## src/rtl/erase_plan_pkg.sv

```systemverilog
package erase_plan_pkg;

  // Base erase unit is one 4 KiB sector
  localparam int unsigned SECTOR_SHIFT = 12;

  // Opcodes understood by the downstream sequencer
  localparam logic [7:0] OPC_ERASE_4K  = 8'h20;
  localparam logic [7:0] OPC_ERASE_32K = 8'h52;
  localparam logic [7:0] OPC_ERASE_64K = 8'hD8;

  // Granule sizes in sectors (powers of two)
  localparam int unsigned SPAN_SMALL = 1;
  localparam int unsigned SPAN_MID   = 8;
  localparam int unsigned SPAN_LARGE = 16;

  typedef enum logic {
    PL_IDLE  = 1'b0,
    PL_ISSUE = 1'b1
  } pl_state_e;

endpackage

```

## src/rtl/erase_granule_sel.sv

```systemverilog
module erase_granule_sel
  import erase_plan_pkg::*;
#(
  parameter int unsigned IDX_W = 12,
  parameter int unsigned CNT_W = 13
) (
  input  logic [IDX_W-1:0] pos,
  input  logic [CNT_W-1:0] rem,
  output logic [7:0]       opcode,
  output logic [CNT_W-1:0] step
);

  localparam int unsigned LG_LARGE = $clog2(SPAN_LARGE);
  localparam int unsigned LG_MID   = $clog2(SPAN_MID);
  localparam logic [CNT_W-1:0] LARGE_C = CNT_W'(SPAN_LARGE);
  localparam logic [CNT_W-1:0] MID_C   = CNT_W'(SPAN_MID);
  localparam logic [CNT_W-1:0] SMALL_C = CNT_W'(SPAN_SMALL);

  logic fits_large;
  logic fits_mid;

  // Alignment by low-bit masks; coverage by remaining count
  assign fits_large = (pos[LG_LARGE-1:0] == '0) && (rem >= LARGE_C);
  assign fits_mid   = (pos[LG_MID-1:0]   == '0) && (rem >= MID_C);

  always_comb begin
    if (fits_large) begin
      opcode = OPC_ERASE_64K;
      step   = LARGE_C;
    end else if (fits_mid) begin
      opcode = OPC_ERASE_32K;
      step   = MID_C;
    end else begin
      opcode = OPC_ERASE_4K;
      step   = SMALL_C;
    end
  end

endmodule

```

## src/rtl/erase_cursor.sv

```systemverilog
module erase_cursor #(
  parameter int unsigned IDX_W = 12,
  parameter int unsigned CNT_W = 13
) (
  input  logic             clk,
  input  logic             rst_n,
  input  logic             load,
  input  logic [IDX_W-1:0] load_idx,
  input  logic [CNT_W-1:0] load_cnt,
  input  logic             adv,
  input  logic [CNT_W-1:0] step,
  output logic [IDX_W-1:0] pos,
  output logic [CNT_W-1:0] rem,
  output logic             last
);

  logic [IDX_W-1:0] pos_d;
  logic [CNT_W-1:0] rem_d;
  logic             upd;

  assign upd  = load | adv;
  assign last = (rem == step);

  always_comb begin
    pos_d = pos;
    rem_d = rem;
    if (load) begin
      pos_d = load_idx;
      rem_d = load_cnt;
    end else if (adv) begin
      pos_d = pos + IDX_W'(step);
      rem_d = rem - step;
    end
  end

  always_ff @(posedge clk or negedge rst_n) begin
    if (!rst_n) begin
      pos <= '0;
      rem <= '0;
    end else if (upd) begin
      pos <= pos_d;
      rem <= rem_d;
    end
  end

  // an accepted command never covers more sectors than remain
  assert_no_underflow_R7: assert property (@(posedge clk) disable iff (!rst_n)
    adv |-> (rem >= step));

  // remaining count shrinks by exactly the accepted step
  assert_rem_shrink_R7: assert property (@(posedge clk) disable iff (!rst_n)
    (adv && !load) |=> (rem == $past(rem) - $past(step)));

endmodule

```

## src/rtl/erase_planner.sv

```systemverilog
module erase_planner
  import erase_plan_pkg::*;
#(
  parameter int unsigned IDX_W = 12,
  parameter int unsigned CNT_W = 13
) (
  input  logic                          clk,
  input  logic                          rst_n,
  input  logic                          req_valid,
  output logic                          req_ready,
  input  logic [IDX_W-1:0]              req_index,
  input  logic [CNT_W-1:0]              req_count,
  output logic                          cmd_valid,
  input  logic                          cmd_ready,
  output logic [7:0]                    cmd_opcode,
  output logic [IDX_W+SECTOR_SHIFT-1:0] cmd_addr,
  output logic                          done
);

  localparam int unsigned ADDR_W = IDX_W + SECTOR_SHIFT;
  localparam int unsigned LG_LARGE = $clog2(SPAN_LARGE);
  localparam int unsigned LG_MID   = $clog2(SPAN_MID);

  pl_state_e        state_q, state_d;
  logic             done_q, done_d;
  logic             accept;
  logic             handshake;
  logic [IDX_W-1:0] pos;
  logic [CNT_W-1:0] rem;
  logic [CNT_W-1:0] step;
  logic             last;

  assign req_ready = (state_q == PL_IDLE);
  assign cmd_valid = (state_q == PL_ISSUE);
  assign accept    = req_valid & req_ready;
  assign handshake = cmd_valid & cmd_ready;
  assign done      = done_q;
  assign cmd_addr  = {pos, {SECTOR_SHIFT{1'b0}}};

  erase_granule_sel #(
    .IDX_W (IDX_W),
    .CNT_W (CNT_W)
  ) u_sel (
    .pos    (pos),
    .rem    (rem),
    .opcode (cmd_opcode),
    .step   (step)
  );

  erase_cursor #(
    .IDX_W (IDX_W),
    .CNT_W (CNT_W)
  ) u_cursor (
    .clk      (clk),
    .rst_n    (rst_n),
    .load     (accept),
    .load_idx (req_index),
    .load_cnt (req_count),
    .adv      (handshake),
    .step     (step),
    .pos      (pos),
    .rem      (rem),
    .last     (last)
  );

  // Next-state logic
  always_comb begin
    state_d = state_q;
    done_d  = 1'b0;
    unique case (state_q)
      PL_IDLE: begin
        if (accept) begin
          if (req_count == '0) begin
            done_d = 1'b1;
          end else begin
            state_d = PL_ISSUE;
          end
        end
      end
      PL_ISSUE: begin
        if (handshake && last) begin
          state_d = PL_IDLE;
          done_d  = 1'b1;
        end
      end
      default: state_d = PL_IDLE;
    endcase
  end

  // State registers
  always_ff @(posedge clk or negedge rst_n) begin
    if (!rst_n) begin
      state_q <= PL_IDLE;
      done_q  <= 1'b0;
    end else begin
      state_q <= state_d;
      done_q  <= done_d;
    end
  end

  // never accepting a job and offering a command at once
  assert_busy_excl_R2: assert property (@(posedge clk) disable iff (!rst_n)
    req_ready |-> !cmd_valid);

  // byte address always sector aligned
  assert_addr_aligned_R3: assert property (@(posedge clk) disable iff (!rst_n)
    cmd_valid |-> (cmd_addr[SECTOR_SHIFT-1:0] == '0));

  // large erase only at a 16-sector boundary
  assert_large_align_R4: assert property (@(posedge clk) disable iff (!rst_n)
    (cmd_valid && cmd_opcode == OPC_ERASE_64K) |->
      (cmd_addr[SECTOR_SHIFT+LG_LARGE-1:SECTOR_SHIFT] == '0));

  // mid erase only at an 8-sector boundary
  assert_mid_align_R5: assert property (@(posedge clk) disable iff (!rst_n)
    (cmd_valid && cmd_opcode == OPC_ERASE_32K) |->
      (cmd_addr[SECTOR_SHIFT+LG_MID-1:SECTOR_SHIFT] == '0));

  // a stalled command holds steady
  assert_cmd_hold_R8: assert property (@(posedge clk) disable iff (!rst_n)
    (cmd_valid && !cmd_ready) |=>
      (cmd_valid && $stable(cmd_opcode) && $stable(cmd_addr)));

  // done only while idle
  assert_done_idle_R10: assert property (@(posedge clk) disable iff (!rst_n)
    done |-> (req_ready && !cmd_valid));

  // done lasts one cycle unless a new empty job follows at once
  assert_done_pulse_R10: assert property (@(posedge clk) disable iff (!rst_n)
    (done && !req_valid) |=> !done);

endmodule

```

## config.mk

```make
export PLATFORM = sky130hd
export DESIGN_NAME = erase_planner
export DESIGN_NICKNAME = d
export VERILOG_FILES = /design/src/rtl/erase_plan_pkg.sv /design/src/rtl/erase_granule_sel.sv /design/src/rtl/erase_cursor.sv /design/src/rtl/erase_planner.sv
export SDC_FILE = /design/constraint.sdc
export NUM_CORES = 1
export LEC_CHECK = 0
export CAP_MARGIN = 20
export CORE_ASPECT_RATIO = 1.4
export CORE_MARGIN = 3
export CORE_UTILIZATION = 40
export CTS_CLUSTER_DIAMETER = 40
export CTS_CLUSTER_SIZE = 24
export DETAILED_ROUTE_END_ITERATION = 12
export MAX_ROUTING_LAYER = met4
export PLACE_DENSITY = 0.72
export SYNTH_ARGS = -nofsm -noshare
export SYNTH_HDL_FRONTEND = slang
export SYNTH_SLANG_ARGS = --single-unit
```

## constraint.sdc

```tcl
create_clock -name clk -period 5.55 [get_ports clk]
set_input_delay 1.11 -clock clk [delete_from_list [all_inputs] [get_ports clk]]
set_output_delay 1.11 -clock clk [all_outputs]
set_load 0.1 [all_outputs]
```

==> results.sh <==
export IMPL_cts_tree="yes"
export IMPL_syn_area_mm2=0.00188
export IMPL_io_pins=64
export IMPL_gp_congestion=0.864
export IMPL_synth_edf_count=0
export IMPL_slew_violations=0
export IMPL_synth_main_ff_cell="dfrtp_1"
export IMPL_start_util=0.430
export IMPL_hold_path_class="flip-flop to flip-flop"
export IMPL_yosysWarnings=0
export IMPL_utilization=0.546
export IMPL_die_h_um=87.2
export IMPL_synth_adder_area_share=0.0532
export IMPL_ys_ff_latch=27
export IMPL_route_detailed_drc=0
export IMPL_core_mm2=0.00438
export IMPL_switchingPower_uw=887
export IMPL_cts_root_buf="clkbuf_8"
export IMPL_critPathLaunchType="flip-flop"
export IMPL_via_per_inst=5.73
export IMPL_fin_nets=286
export IMPL_overflow=0
export IMPL_clk_pin_slew_ps=100
export IMPL_crit_fanout=5
export IMPL_antenna_found_initial=0
export IMPL_synth_compound_area_frac=0.256
export IMPL_status="finished, final reports clean"
export IMPL_powerDensity_mw_per_mm2=641
export IMPL_syn_inst=205
export IMPL_diodes=0
export IMPL_grt_pass1_wl_um=7900
export IMPL_max_cap_viol_count=0
export IMPL_synthDistinctLibCells=53
export IMPL_cellLeakagePower_uw=0.000979
export IMPL_clock_latency_ps=270
export IMPL_synth_xor_xnor_area_share=0.0233
export IMPL_p_int_uw=645
export IMPL_synth_async_reset_ratio=1.00
export IMPL_die_width_um=64.0
export IMPL_finalHoldWorstSlack_ps=560
export IMPL_end_kind="output port"
export IMPL_synth_top_family_by_area="compound AO/OA/AOI/OAI gates"
export IMPL_swShare=0.579
export IMPL_clkPwrFrac=0.074
export IMPL_arrival_ps=3010
export IMPL_htreeDepth=1
export IMPL_ctsHoldBuffers=0
export IMPL_cp_top_family="buffers and inverters"
export IMPL_critPathKind="flip-flop to output port"
export IMPL_vdd_drop_max_uv=459
export IMPL_path_buf_inv=1
export IMPL_setup_violations_final=0
export IMPL_drtPass1Iterations=5
export IMPL_hold_violations=0
export IMPL_dp_hpwl_um=3590
export IMPL_rsz0062_at_grt="no"
export IMPL_relSlewSlack=0.345
export IMPL_yosys_area_share_simple=0.199
export IMPL_avgSynthCellArea_um2=9.18
export IMPL_postCtsResizedCells=0
export IMPL_cts_made_buffers=3
export IMPL_portBuffers=49
export IMPL_routed_wl_um=4830
export IMPL_seq_power_share=0.250
export IMPL_rows=28
export IMPL_dieArea_mm2=0.00558
export IMPL_grt_pass1_vias=1717
export IMPL_drtIter0Drc=103
export IMPL_critPathRequiredTime_ps=4440
export IMPL_cts_buffer_depth=2
export IMPL_synthMuxAreaShare=0.00532
export IMPL_combPwrFrac=0.676
export IMPL_fin_setup_tns_ps=0
export IMPL_area_growth_pct=27.1
export IMPL_slowest_delay_ps=1160
export IMPL_fmax_ghz=0.243
export IMPL_post_cts_setup_buffer_count=0
export IMPL_yosysSeqAreaShare=0.359
export IMPL_wl_per_cell_um=15.7
export IMPL_path_cells="or4_4, nor4_4, mux2i_1, nor2_1, clkdlybuf4s50_1"
export IMPL_via_count=1765
export IMPL_drive_above_1_share=0.0605
export IMPL_clock_sinks=27
export IMPL_finClkSkew_ps=6.98
export IMPL_grtUsageTotal=0.182
export IMPL_grt_max_degree=28
export IMPL_crit_slowest_cell="clkdlybuf4s50_1"
export IMPL_postRouteAntennaNets=0
export IMPL_min_period_ps=4120
export IMPL_min_period_over_period=0.743
export IMPL_worstMarginPinSlew_ps=979
## synth_stat cells (all sizes together) (3+ instances only)
cell,count,area (um2)
or3,3,18.8
a21oi,3,15.0
or4,3,30.0
a22oi,8,60.1
clkbuf,6,22.5
dfrtp,27,676
xnor2,3,26.3
nand2,20,75.1
nand3,5,25.0
nor4,8,65.1
ha,8,100
a32oi,3,26.3
buf,19,143
nand4,3,18.8
o311ai,5,58.8
o21ai,10,50.1
nor2,15,56.3
o211ai,7,57.6
inv,7,26.3
a221o,5,50.1
## registers in the layout, indices dropped and copies added, names as in the netlist
register	flops
cmd_valid	1
done	1
u_cursor.pos	12
u_cursor.rem	13
## worst reg2reg max path: stages (launching register included)
cell and delay, ps:
dfrtp_1 430, or4_4 570, nor4_4 300, mux2i_1 130, or2_2 290, ha_1 350, and2_1 180, a221oi_1 590
a31o_2 250, o211ai_1 90
## worst paths after layout
check | slack [ps] | start | end | depth (start not counted)
max | 1430 | u_cursor.rem[8] | cmd_opcode[1] | 5
min reg2reg | 560 | u_cursor.rem[0] | u_cursor.rem[0] | 2
min in group asynchronous | 1210 | rst_n | u_cursor.rem[2] | 2
max reg2reg | 2270 | u_cursor.rem[8] | u_cursor.rem[12] | 9
max in group asynchronous | 4070 | rst_n | u_cursor.pos[10] | 2
min | 560 | u_cursor.rem[0] | u_cursor.rem[0] | 2
## kinds of logic (layout without fill, tap and decap cells)
family	after synthesis	count (layout)
adders and majority gates	8	8
AOI/OAI and AO/OA	61	61
xor gates and xnor gates	5	5
muxes	1	1
DFF	27	27
other	1	14
buffers and inverters	32	62
and+or+nand+nor	70	70
## cell usage in the layout, fill, tap and decap left out, types with 2 or more instances in the layout
cell and count:
xor2_1 2, clkdlybuf4s50_1 49, a21o_1 2, and2_1 2, a221o_1 5, dfrtp_1 27, nand3_1 5, xnor2_1 3
ha_1 8, a22oi_1 8, o211ai_1 6, clkbuf_8 3, inv_1 7, nor3_1 2, o21ai_0 10, a31oi_1 2
nand2b_1 2, o221ai_1 2, or3_1 3, a31o_2 2, nor2_1 15, nor4_1 7, a21oi_1 3, o311ai_0 3
or4_4 2, o22ai_1 2, a211o_1 2, a32oi_1 3, nand2_1 20, conb_1 14, o311ai_2 2, buf_4 2
nand4_1 3
## per-stage QoR
stage	std cells	cell area (um2)	total power (uW)	worst slack [ps]
after detailed placement	304	2350	1420	1720
after global routing	308	2390	1630	1330
final	308	2390	1530	1430
after floorplan	218	1930	1200	1350
after CTS	308	2390	1530	1410
after global placement	304	2350	1410	1740
## area by class of cell
cell class                      instances  area (um2)
Timing Repair Buffer                   51         505
Tap cell                               60        75.1
Fill cell                             411        1990
Inverter                                7        26.3
Sequential cell                        27         676
Clock buffer                            4        45.0
Multi-Input combinational cell        159        1060
## routing by layer
metal	GRT usage	up-vias	part of all wire
li1	-	846	-
met1	0.223	846	0.43
met4	0.0648	0	0.013
met3	0.0207	4	0.058
met5	-	-	0
met2	0.309	69	0.50
## power by group through the flow
stage	Sequential (uW)	Combinational (uW)	Clock, uW
2_1_floorplan	632	573	0
3_3_place_gp	380	1030	0
3_5_place_dp	384	1040	0
4_1_cts	380	1040	115
5_1_grt	397	1110	125
6_report	382	1040	114
(Power assumes the default switching activity.)
